### src/rtl/core_idle_pkg.sv
package core_idle_pkg;

  localparam int ST_W   = 3;
  localparam int RANK_W = 2;

  typedef logic [ST_W-1:0]   cst_t;
  typedef logic [RANK_W-1:0] rank_t;

  localparam cst_t CST_C0 = cst_t'(0);
  localparam cst_t CST_C1 = cst_t'(1);
  localparam cst_t CST_C3 = cst_t'(3);
  localparam cst_t CST_C6 = cst_t'(6);

  // internal sequencing phases; several phases share one reported level
  typedef enum logic [2:0] {
    PH_RUN,
    PH_HALT,
    PH_FLUSH,
    PH_SAVE,
    PH_SLEEP3,
    PH_SLEEP6,
    PH_WAKE3,
    PH_RESTORE
  } phase_t;

  // depth ranking of a target code; 0 marks an unusable code
  function automatic rank_t lvl_rank(cst_t lvl);
    case (lvl)
      CST_C1:  return rank_t'(1);
      CST_C3:  return rank_t'(2);
      CST_C6:  return rank_t'(3);
      default: return rank_t'(0);
    endcase
  endfunction

endpackage

### src/rtl/core_idle_req_arb.sv
module core_idle_req_arb
  import core_idle_pkg::*;
#(
  parameter int NUM_SRC = 2
) (
  input  logic [NUM_SRC-1:0]           src_vld,
  input  logic [NUM_SRC-1:0][ST_W-1:0] src_lvl,
  output logic                         pick_vld,
  output cst_t                         pick_lvl
);

  rank_t src_rank [NUM_SRC];

  // a source with an invalid code ranks 0 and can never win
  for (genvar g = 0; g < NUM_SRC; g++) begin : g_rank
    assign src_rank[g] = src_vld[g] ? lvl_rank(src_lvl[g]) : rank_t'(0);
  end

  // strictly-greater compare keeps the lowest index on equal depth
  always_comb begin
    rank_t best;
    best     = rank_t'(0);
    pick_vld = 1'b0;
    pick_lvl = CST_C0;
    for (int i = 0; i < NUM_SRC; i++) begin
      if (src_rank[i] > best) begin
        best     = src_rank[i];
        pick_vld = 1'b1;
        pick_lvl = src_lvl[i];
      end
    end
  end

endmodule

### src/rtl/core_idle_fsm.sv
module core_idle_fsm
  import core_idle_pkg::*;
(
  input  logic   clk,
  input  logic   rst_n,
  input  logic   pick_vld,
  input  cst_t   pick_lvl,
  input  logic   irq,
  input  logic   flush_done,
  input  logic   save_done,
  input  logic   restore_done,
  output phase_t phase_q
);

  phase_t phase_d;

  always_comb begin
    phase_d = phase_q;
    case (phase_q)
      PH_RUN: begin
        if (pick_vld) begin
          case (pick_lvl)
            CST_C1:  phase_d = PH_HALT;
            CST_C3:  phase_d = PH_FLUSH;
            CST_C6:  phase_d = PH_SAVE;
            default: phase_d = PH_RUN;
          endcase
        end
      end
      PH_HALT:    if (irq) phase_d = PH_RUN;
      // an interrupt outranks a done strobe in the same cycle
      PH_FLUSH: begin
        if (irq)             phase_d = PH_RUN;
        else if (flush_done) phase_d = PH_SLEEP3;
      end
      PH_SAVE: begin
        if (irq)            phase_d = PH_RUN;
        else if (save_done) phase_d = PH_SLEEP6;
      end
      PH_SLEEP3:  if (irq) phase_d = PH_WAKE3;
      PH_SLEEP6:  if (irq) phase_d = PH_RESTORE;
      PH_WAKE3:   phase_d = PH_RUN;
      PH_RESTORE: if (restore_done) phase_d = PH_RUN;
      default:    phase_d = PH_RUN;
    endcase
  end

  always_ff @(posedge clk or negedge rst_n) begin
    if (!rst_n) phase_q <= PH_RUN;
    else        phase_q <= phase_d;
  end

endmodule

### src/rtl/core_idle_out.sv
module core_idle_out
  import core_idle_pkg::*;
(
  input  logic   clk,
  input  logic   rst_n,
  input  phase_t phase_q,
  input  logic   snoop_any,
  output cst_t   state_code,
  output logic   core_clk_en,
  output logic   flush_req,
  output logic   save_req,
  output logic   restore_req,
  output logic   snoop_svc
);

  logic awake;

  always_comb begin
    state_code  = CST_C0;
    core_clk_en = 1'b1;
    flush_req   = 1'b0;
    save_req    = 1'b0;
    restore_req = 1'b0;
    awake       = 1'b0;
    case (phase_q)
      PH_RUN:     awake = 1'b1;
      PH_HALT: begin
        state_code = CST_C1;
        awake      = 1'b1;
      end
      PH_FLUSH: begin
        flush_req = 1'b1;
        awake     = 1'b1;
      end
      PH_SAVE: begin
        save_req = 1'b1;
        awake    = 1'b1;
      end
      PH_SLEEP3: begin
        state_code  = CST_C3;
        core_clk_en = 1'b0;
      end
      PH_SLEEP6: begin
        state_code  = CST_C6;
        core_clk_en = 1'b0;
      end
      PH_WAKE3:   state_code = CST_C3;
      PH_RESTORE: begin
        state_code  = CST_C6;
        restore_req = 1'b1;
      end
      default:    state_code = CST_C0;
    endcase
  end

  always_ff @(posedge clk or negedge rst_n) begin
    if (!rst_n) snoop_svc <= 1'b0;
    else        snoop_svc <= snoop_any & awake;
  end

endmodule

### src/rtl/core_idle_seq.sv
module core_idle_seq
  import core_idle_pkg::*;
#(
  parameter int SYNC_STAGES = 2
) (
  input  logic       clk,
  input  logic       rst_n,
  input  logic       io_trig_vld,
  input  logic [2:0] io_trig_lvl,
  input  logic       wait_trig_vld,
  input  logic [2:0] wait_trig_lvl,
  input  logic       irq,
  input  logic       snoop,
  input  logic       peer_access,
  output logic       flush_req,
  input  logic       flush_done,
  output logic       save_req,
  input  logic       save_done,
  output logic       restore_req,
  input  logic       restore_done,
  output logic [2:0] state_code,
  output logic       core_clk_en,
  output logic       snoop_svc
);

  localparam int NUM_SRC = 2;

  logic [SYNC_STAGES-1:0] rst_sync;
  logic                   rst_int_n;

  // assert immediately, release after SYNC_STAGES clock edges
  always_ff @(posedge clk or negedge rst_n) begin
    if (!rst_n) rst_sync <= '0;
    else        rst_sync <= {rst_sync[SYNC_STAGES-2:0], 1'b1};
  end
  assign rst_int_n = rst_sync[SYNC_STAGES-1];

  logic [NUM_SRC-1:0]           src_vld;
  logic [NUM_SRC-1:0][ST_W-1:0] src_lvl;
  logic                         pick_vld;
  cst_t                         pick_lvl;
  phase_t                       phase_q;

  // index 0 is the I/O trigger, so it wins equal-depth ties
  assign src_vld = {wait_trig_vld, io_trig_vld};
  assign src_lvl = {wait_trig_lvl, io_trig_lvl};

  core_idle_req_arb #(.NUM_SRC(NUM_SRC)) u_arb (
    .src_vld  (src_vld),
    .src_lvl  (src_lvl),
    .pick_vld (pick_vld),
    .pick_lvl (pick_lvl)
  );

  core_idle_fsm u_fsm (
    .clk          (clk),
    .rst_n        (rst_int_n),
    .pick_vld     (pick_vld),
    .pick_lvl     (pick_lvl),
    .irq          (irq),
    .flush_done   (flush_done),
    .save_done    (save_done),
    .restore_done (restore_done),
    .phase_q      (phase_q)
  );

  core_idle_out u_out (
    .clk         (clk),
    .rst_n       (rst_int_n),
    .phase_q     (phase_q),
    .snoop_any   (snoop | peer_access),
    .state_code  (state_code),
    .core_clk_en (core_clk_en),
    .flush_req   (flush_req),
    .save_req    (save_req),
    .restore_req (restore_req),
    .snoop_svc   (snoop_svc)
  );

  a_r3_flush_held: assert property (@(posedge clk) disable iff (!rst_int_n)
    (flush_req && !flush_done && !irq) |=> flush_req);

  a_r4_save_held: assert property (@(posedge clk) disable iff (!rst_int_n)
    (save_req && !save_done && !irq) |=> save_req);

  a_r7_abort_entry: assert property (@(posedge clk) disable iff (!rst_int_n)
    ((flush_req || save_req) && irq) |=>
      (state_code == CST_C0 && !flush_req && !save_req && core_clk_en));

  a_r8_clk_before_c0: assert property (@(posedge clk) disable iff (!rst_int_n)
    !core_clk_en |=> (state_code != CST_C0));

  a_r9_restore_hold: assert property (@(posedge clk) disable iff (!rst_int_n)
    (restore_req && !restore_done) |=> (state_code == CST_C6 && restore_req));

  a_r10_sleep_no_wake: assert property (@(posedge clk) disable iff (!rst_int_n)
    (!core_clk_en && !irq) |=> (!core_clk_en && $stable(state_code) && !snoop_svc));

  a_r6_halt_ignores_req: assert property (@(posedge clk) disable iff (!rst_int_n)
    (state_code == CST_C1 && !irq) |=> (state_code == CST_C1));

endmodule

### config.mk
export PLATFORM = sky130hd
export DESIGN_NAME = core_idle_seq
export DESIGN_NICKNAME = d
export VERILOG_FILES = /design/src/rtl/core_idle_pkg.sv /design/src/rtl/core_idle_req_arb.sv /design/src/rtl/core_idle_fsm.sv /design/src/rtl/core_idle_out.sv /design/src/rtl/core_idle_seq.sv
export SDC_FILE = /design/constraint.sdc
export NUM_CORES = 1
export LEC_CHECK = 0
export BUFFER_PORTS_ARGS = -buffer_cell sky130_fd_sc_hd__buf_2
export CORE_AREA = 2 2 39 41
export CTS_CLUSTER_DIAMETER = 80
export DETAILED_ROUTE_END_ITERATION = 6
export DIE_AREA = 0 0 41 43
export PLACE_DENSITY = 0.67
export SYNTH_ARGS = -nofsm -noshare
export SYNTH_HDL_FRONTEND = slang
export SYNTH_SLANG_ARGS = --single-unit
### constraint.sdc
create_clock -name clk -period 3 [get_ports clk]
set_input_delay 0.3 -clock clk [delete_from_list [all_inputs] [get_ports clk]]
set_output_delay 0.3 -clock clk [all_outputs]
set_load 0.005 [all_outputs]
==> metrics, run 1 <==
status=completed; Die ar.=about 1800 µm²; Psw=0.183 mW; clock sinks=6; Avg WL per Cell=roughly 9.6 µm; GPL Wtd Cong=0.714; first-pass GRT wire length=around 1700 µm; die height=approximately 43 µm; RSZ-0062 raised after global routing=false; clock period minus worst slack=roughly 1900 ps; Logic pwr share=between 40% and 50%; clock latency at the later pin of the worst-skew pair=around 230 ps; core area=about 1400 µm²; CTS tree=built; dpl ws=between 800 and 900 ps; Ys Warns=0; share of layout cells above drive strength 1=roughly a third; Reg power frac=around 37%; Reg clk slew, reported paths=about 40 ps; startpoint types=input pin; htree depth=1; FF+latch count, synth=6; Starting Density=about two fifths; DRC=0; Final setup viols=0; Gate Count Post-Synth=65; Post-Synthesis Cell Area=529 µm²; Worst Reg2Reg Path Length in Cells=5; routed vias=~520; CP peak stage delay=approximately 480 ps; die width=about 41 µm; worst vdd ir=about 0.00034 V; IO Port Bufs=23; Switching Fraction=39.8%; grt ovf=0; sequential cell area fraction in the yosys report=between 20 and 30%; synthesized area per cell=between 8 and 9 µm²; internal power=between 0.2 and 0.3 mW; total CTS buffers=3; vias per inst=about 5; dpl cells=between 90 and 100; Worst EP required=around 3200 ps; # resized after CTS=0; Iter 0 DRT Violations=4; synthesis-to-layout area growth=26.5%; row count=14; Root Driver=clkbuf_4; reg2reg start=u_fsm.phase_q[2]; Hold Crit Class=reg2async; Critical Path AT=a little over 2000 ps; DR WL met3=approximately 46 µm; number of global-route vias before repair=approximately 430; most used cell, CP=a31oi_1; R2R Setup Slk=about 1200 ps; syn nets=83; Setup Skew=approximately 2.1 ps; Final period util=a little under two thirds; First-pass DRT Iterations=2; cell family with the largest share of critical-path delay=compound AO/OA/AOI/OAI gates; reg-to-reg endpoint=u_fsm.phase_q[2]; Design Power=between 0.4 and 0.5 mW; met2 WL=471 µm; Total Wirelength=about 1000 µm; Bufs on Longest Clock Path=2; crit end category=flop; library cells used by synthesis=33; Cell Chain, Critical Path=buf_2 > xor2_1 > and3_1 > ha_1 > nor2b_1 > o21ai_2 > a311oi_1 > a31oi_1 > a31oi_1; Hold Vio Cnt, Final=0; FMAX=about 0.52 GHz; post-route insts no fill=about 100; Maximum Capacitance Violations=0; initial antenna violation count=0; Total GRT Usage=between 10 and 15%; final worst slack=1080 ps; crit path from=wait_trig_lvl[0]; largest net degree at the start of global routing=19; Setup TNS=0 ps; Max Used Layer=met3; Post-layout nets=~110; critical path class=in2reg; slowest stage cell, crit path=a311oi_1; Buf/Inv on CP=1; clock share of power=~15%; pwr dens=~690 nW/µm²; postcts setup bufs=0; IO Count=24; detailed-placement wirelength estimate=between 700 and 800 µm; met1 wire length=467 µm; antenna viol nets, final=0; P_leak=0.342 nW; antenna cells=0; Slew Limit Fails=0; CP max FO=4
cells by family after synthesis:
logic type / count (synthesis) / synth area share (%)
compound gates: 14 / 18.7
xor+xnor: 2 / 3.31
fa+ha+maj: 2 / 4.73
buf+inv: 7 / 6.62
flops: 6 / 28.4
mux: 3 / 5.67
other cells: 1 / 0.709
simple gates: 30 / 31.9
power groups by stage:
stage	clock network (mW)	registers (mW)	logic, mW
finish	0.0678	0.171	0.221
global route	0.0779	0.182	0.261
CTS	0.0721	0.172	0.224
detailed placement	0	0.173	0.222
global placement	0	0.172	0.220
floorplan	0	0.121	0.222
repair_timing:
item                                    in CTS  in global routing
endpoints found under the hold margin        2                  0
hold buffers                                 1                  0
endpoints found under the setup margin       0                  0
registers in the layout, summed over array words and instances, names as in the netlist:
name             count
u_fsm.phase_q        3
rst_sync             2
u_out.snoop_svc      1
Yosys cell counts:
cell       number  share of area, %
nand2_1         6               4.3
buf_2           1              0.94
and3_1          2               2.4
conb_1          1              0.71
o22ai_1         1               1.2
a32o_1          1               1.9
ha_1            2               4.7
a21oi_1         3               2.8
nor3_1          2               1.9
a311oi_1        1               1.7
nor3b_1         2               2.8
nand2b_1        5               5.9
o21bai_1        1               1.4
mux2i_1         3               5.7
or4b_4          1               2.6
nor2b_1         2               2.4
o21ai_0         1              0.94
inv_1           2               1.4
buf_6           1               2.1
or2_2           1               1.2
nand3_1         1              0.94
a31oi_1         2               2.4
a21oi_2         1               1.7
o21ai_2         1               1.7
clkbuf_1        3               2.1
xor2_1          2               3.3
and2_1          1               1.2
dfrtp_1         6                28
o21a_1          1               1.4
nor2_1          5               3.5
and3b_1         1               1.7
o2bb2ai_1       1               1.7
or3_1           1               1.2
worst max-delay path by stage:
stage,end,slack (ps),cells after the start
after floorplan,u_fsm.phase_q[2],1110,8
after global placement,u_fsm.phase_q[2],890,9
after detailed placement,u_fsm.phase_q[2],830,9
after CTS,u_fsm.phase_q[2],1070,9
after global routing,u_fsm.phase_q[2],880,9
final,u_fsm.phase_q[2],1080,9
stage by stage:
stage	cell area (µm²)	hold WS (ps)	util, %
global placement	637	59.0	46.0
detailed placement	637	60.8	46.0
floorplan	529	4.41	-
CTS	669	64.7	48.4
global route	669	69.5	48.4
finish	669	56.0	48.4
routing by layer:
layer / GRT usage, % / vias up
li1: - / 274
met1: 17.4 / 227
met2: 20.6 / 14
met3: 3.14 / 0
met4: 6.00 / 0
met5: 0 / -
area by class of cell:
class                      count  area (µm²)
clock buffer                   3        22.5
fill                         148         714
inverter                       2        7.51
multi-input combinational     52         344
sequential                     6         150
tap                           16        20.0
timing repair buffer          24         125
cell usage in the layout, fill, tap and decap left out, drive strengths merged, types with 2 or more instances in the layout:
cell / netlist / layout
buf: 2 / 23
o21ai: 2 / 2
and3: 2 / 2
nor3b: 2 / 2
nand2b: 5 / 5
xor2: 2 / 2
clkbuf: 3 / 3
nor2b: 2 / 2
inv: 2 / 2
ha: 2 / 2
dfrtp: 6 / 6
nor2: 5 / 5
nand2: 6 / 6
mux2i: 3 / 3
nor3: 2 / 2
a31oi: 2 / 2
a21oi: 4 / 4
(Power assumes the default switching activity.)
==> run 2: changes to the inputs <==
clock period = 1.9 ns   (was 3 ns; I/O delays follow)
==> run 2 against run 1 <==
Die area stayed put. Power is 81% higher. Non-clock buffer count is 6 higher. Sequential share of layout area is 1.4 points lower. Clock power is 71% higher. Count of clock-buffer cells in the layout stayed put. Sequential power is 15% higher. Sequential cell count stayed put. Design area is 6.7% higher. Highest routed layer unchanged.
==> metrics, run 2 (synthesis gave the netlist of run 1 again) <==
Seq. cell area=approximately 150 µm²; Slew Limit Fails=0; Post-layout nets=113; status=completed; reg2reg start=u_fsm.phase_q[2]; hold_ws=49.2 ps; reg-to-reg endpoint=u_fsm.phase_q[2]; CP max FO=4; Post-Route Utilization=~52%; DP Area=682 µm²; Starting Density=a little under two fifths; Hold Crit Class=reg2async; design area=approximately 710 µm²; number of global-route vias before repair=approximately 470; IO Count=24; pwr dens=~1200 nW/µm²; first-pass GRT wire length=1710 µm; IO Port Bufs=23; crit path from=wait_trig_lvl[0]; Total GRT Usage=~14%; Avg WL per Cell=10.0 µm; Largest regs=u_fsm.phase_q (3), rst_sync (2), u_out.snoop_svc (1); Total Wirelength=between 1000 and 1500 µm; worst vdd ir=just under 0.0005 V; share of layout cells above drive strength 1=between 30% and 40%; footprint of the multi-input gates=between 300 and 400 µm²; most common cell after layout, fill and taps aside=buf_2; internal power=about 0.5 mW; First-pass DRT Iterations=2; clock period minus worst slack=between 1500 and 2000 ps; htree depth=1; Die ar.=1760 µm²; critical path class=in2reg; Iter 0 DRT Violations=3; CP endpoint=u_fsm.phase_q[2]; post-route insts no fill=~110; core area=about 1400 µm²; Bufs on Longest Clock Path=2; P_leak=around 0.37 nW; crit end category=flop; Worst EP required=slightly above 2000 ps; synthesis-to-layout area growth=35.0%; RSZ-0062 raised after global routing=false; total CTS buffers=3; clock latency at the later pin of the worst-skew pair=around 240 ps; die width=between 40 and 50 µm; Psw=around 0.32 mW; Biggest register=u_fsm.phase_q; clock share of power=13.9%; dpl cells=105; Worst Reg2Reg Path Length in Cells=6; Logic pwr share=a little over three fifths; Switching Fraction=roughly two fifths; Root Driver=clkbuf_4; Maximum Capacitance Violations=0; Setup Skew=between 5 and 6 ps; row count=14; GPL Wtd Cong=0.690; grt ovf=0; CTS tree=built; Final setup viols=0; R2R Setup Slk=approximately 220 ps; number of flip-flops in the largest register=3; FMAX=0.595 GHz; vias per inst=around 5.0; Hold Vio Cnt, Final=0; routed vias=between 500 and 600; Reg clk slew, reported paths=approximately 50 ps; commonest cells after routing, fill and taps aside=buf_2, nand2_1, buf_4, dfrtp_1; Reg power frac=a little under a quarter; Setup TNS=0 ps; initial antenna violation count=0; DRC=0; clock sinks=6; Final period util=between 80 and 90%; Critical Path AT=between 1500 and 2000 ps; Fill cells=~150; postcts setup bufs=0; startpoint types=input pin; detailed-placement wirelength estimate=a little under 900 µm; die height=about 43 µm; largest net degree at the start of global routing=13; antenna cells=0; # resized after CTS=0; antenna viol nets, final=0
[run 2: cell count changes in the layout (fill, tap and decap cells not counted), sizes merged]
cell  change
buf       +6
[run 2: layout make-up]
cell class | count | share of cell area [%]
Clock buffer | 3 | 3.15
Inverter | 2 | 1.05
Multi-Input combinational cell | 52 | 48.2
Sequential cell | 6 | 21.0
Tap cell | 16 | 2.80
Timing Repair Buffer | 30 | 23.8
[run 2: critical path, cell delays in order]
cell	delay [ps]
buf_2	110
xor2_1	160
and3_1	180
ha_1	280
nor2b_1	150
o21ai_2	90
a311oi_1	280
buf_4	170
a31oi_1	80
a31oi_1	140
[run 2: power groups by stage]
stage	clock network [mW]	logic, mW	registers, mW
5_1_grt	0.127	0.575	0.203
4_1_cts	0.122	0.521	0.198
3_3_place_gp	0	0.504	0.198
6_report	0.116	0.518	0.197
3_5_place_dp	0	0.516	0.199
2_1_floorplan	0	0.351	0.191
[run 2: worst min path at each step]
stage,from,to,cells after the start
floorplan,rst_n,rst_sync[0],0
global placement,rst_n,rst_sync[0],1
detailed placement,rst_n,rst_sync[1],1
CTS,rst_sync[1],u_out.snoop_svc,0
global route,rst_sync[1],u_out.snoop_svc,0
finish,rst_sync[1],u_fsm.phase_q[1],0
[run 2: metrics by stage]
step,setup slack (ps),power [mW]
floorplan,122,0.542
global placement,-16.8,0.703
detailed placement,-24.1,0.715
CTS,215,0.841
global route,77.7,0.906
finish,219,0.830
[run 2: routing by layer]
metal	GRT usage, %	share of wire [%]	routed length, µm	up-vias
met4	4.00	0	0	0
met5	0	0	0	-
met3	6.28	7.2	79	0
met1	15.4	45	490	245
met2	23.4	48	524	17
li1	-	-	-	285
[run 2: timing repair]
item | 4_1_cts | 5_1_grt
setup endpoints to repair | 0 | 0
hold buffers | 1 | 0
hold endpoints to repair | 2 | 0
==> run 3: changes to the inputs <==
PLACE_DENSITY = 0.72   (was 0.67)
==> run 3 against run 2 <==
Non-clock buffer count shrank 1. Design area fell by 1.1%. Sequential share of layout area grew 0.22 points. Count of clock-buffer cells in the layout did not move. Die area unchanged. Via count down 4.0%. Wire length barely moved. Largest cell class unchanged. Highest routed layer unchanged.
==> metrics, run 3 (synthesis gave the netlist of run 1 again) <==
hold_buf cts=1; Avg WL per Cell=between 10 and 15 µm; Switching Fraction=a little under two fifths; grt ovf=0; Root Driver=clkbuf_4; critical path class=in2reg; pwr dens=~1200 nW/µm²; FMAX=approximately 0.59 GHz; Biggest register=u_fsm.phase_q; status=completed; die width=41 µm; share of layout cells above drive strength 1=between 30% and 40%; dpl ws=-49.3 ps; Maximum Capacitance Violations=0; CP max FO=3; Final period util=88.9%; Starting Density=between 30% and 40%; htree depth=1; reg-to-reg endpoint=u_fsm.phase_q[2]; P_leak=0.367 nW; synthesis-to-layout area growth=33.6%; First-pass DRT Iterations=2; first-pass GRT wire length=1690 µm; Setup Skew=approximately 0.16 ps; Bufs on Longest Clock Path=2; Setup TNS=0 ps; internal power=slightly above 0.5 mW; Worst EP required=a little over 2000 ps; crit end category=flop; commonest cells after routing, fill and taps aside=buf_2, nand2_1, dfrtp_1; antenna viol nets, final=0; Reg clk slew, reported paths=40 ps; die height=~43 µm; CTS tree=built; clock period minus worst slack=around 1700 ps; worst vdd ir=0.000451 V; Largest regs=u_fsm.phase_q (3), rst_sync (2), u_out.snoop_svc (1); Worst Reg2Reg Path Length in Cells=6; Critical Path AT=around 1800 ps; vias per inst=approximately 4.9; slowest stage cell, crit path=ha_1; Total GRT Usage=13.8%; number of flip-flops in the largest register=3; postcts setup bufs=0; clock sinks=6; initial antenna violation count=0; detailed-placement wirelength estimate=about 870 µm; Final setup viols=0; total CTS buffers=3; clock share of power=about 14%; RSZ-0062 raised after global routing=false; Buf/Inv on CP=1; Cell Chain, Critical Path=buf_2 > xor2_1 > and3_1 > ha_1 > nor2b_1 > o21ai_2 > mux2i_1 > nand2_1 > a32o_1; DRC=0; IO Count=24; startpoint types=input pin; reg2reg start=u_fsm.phase_q[2]; core area=approximately 1400 µm²; Psw=~0.31 mW; Post-layout nets=~110; # resized after CTS=0; hold_ws=54.4 ps; number of global-route vias before repair=approximately 440; routed vias=roughly 530; Reg power frac=roughly 24%; Hold Crit Class=reg2async; Fill cells=between 100 and 150; IO Port Bufs=23; clock latency at the later pin of the worst-skew pair=230 ps; Hold Vio Cnt, Final=0; row count=14; Iter 0 DRT Violations=8; cell family with the largest share of critical-path delay=compound AO/OA/AOI/OAI gates; largest net degree at the start of global routing=13; GPL Wtd Cong=0.725; Seq. cell area=150 µm²; R2R Setup Slk=240 ps; antenna cells=0; Total Wirelength=1090 µm; final worst slack=212 ps; most common cell after layout, fill and taps aside=buf_2; CP peak stage delay=approximately 300 ps; Logic pwr share=between 60 and 70%; Die ar.=1760 µm²; Slew Limit Fails=0; footprint of the multi-input gates=approximately 340 µm²
run 3: how the worst max path moves through the flow:
stage | slack (ps) | start | depth (start not counted) | end
floorplan | 120 | wait_trig_lvl[0] | 8 | u_fsm.phase_q[2]
global placement | 5 | wait_trig_lvl[0] | 10 | u_fsm.phase_q[2]
detailed placement | -50 | wait_trig_lvl[0] | 9 | u_fsm.phase_q[0]
CTS | 200 | wait_trig_lvl[0] | 9 | u_fsm.phase_q[0]
global route | 80 | wait_trig_lvl[0] | 10 | u_fsm.phase_q[2]
finish | 210 | wait_trig_lvl[0] | 9 | u_fsm.phase_q[0]
run 3: power groups by stage:
stage | Combinational (mW) | Sequential [mW] | Clock [mW]
3_3_place_gp | 0.500 | 0.201 | 0
5_1_grt | 0.578 | 0.204 | 0.121
2_1_floorplan | 0.351 | 0.191 | 0
6_report | 0.509 | 0.198 | 0.110
3_5_place_dp | 0.510 | 0.203 | 0
4_1_cts | 0.512 | 0.200 | 0.114
run 3: area by class of cell:
class                           count  share of cell area [%]
Multi-Input combinational cell     52                    48.7
Timing Repair Buffer               29                    23.0
Tap cell                           16                    2.83
Clock buffer                        3                    3.19
Inverter                            2                    1.06
Sequential cell                     6                    21.2
run 3: worst reg2reg max path, cell delays in order, from the launching register on:
cell	delay, ps
dfrtp_1	420
or4b_4	550
a21oi_2	150
a311oi_1	60
buf_4	160
a31oi_1	150
a31oi_1	60
run 3: metrics by stage:
step                cell area, µm²  instances  utilization, %  power [mW]
global placement               674        104            48.7       0.701
detailed placement             674        104            48.7       0.713
finish                         707        108            51.1       0.817
floorplan                      529         65               -       0.542
CTS                            707        108            51.1       0.826
global route                   707        108            51.1       0.903
run 3: routing by layer:
layer	up-vias	wire length [µm]	global-route usage, %
met5	-	0	0
met4	0	0	4.00
met3	0	43	3.14
met2	14	555	23.1
met1	227	494	16.6
li1	284	-	-
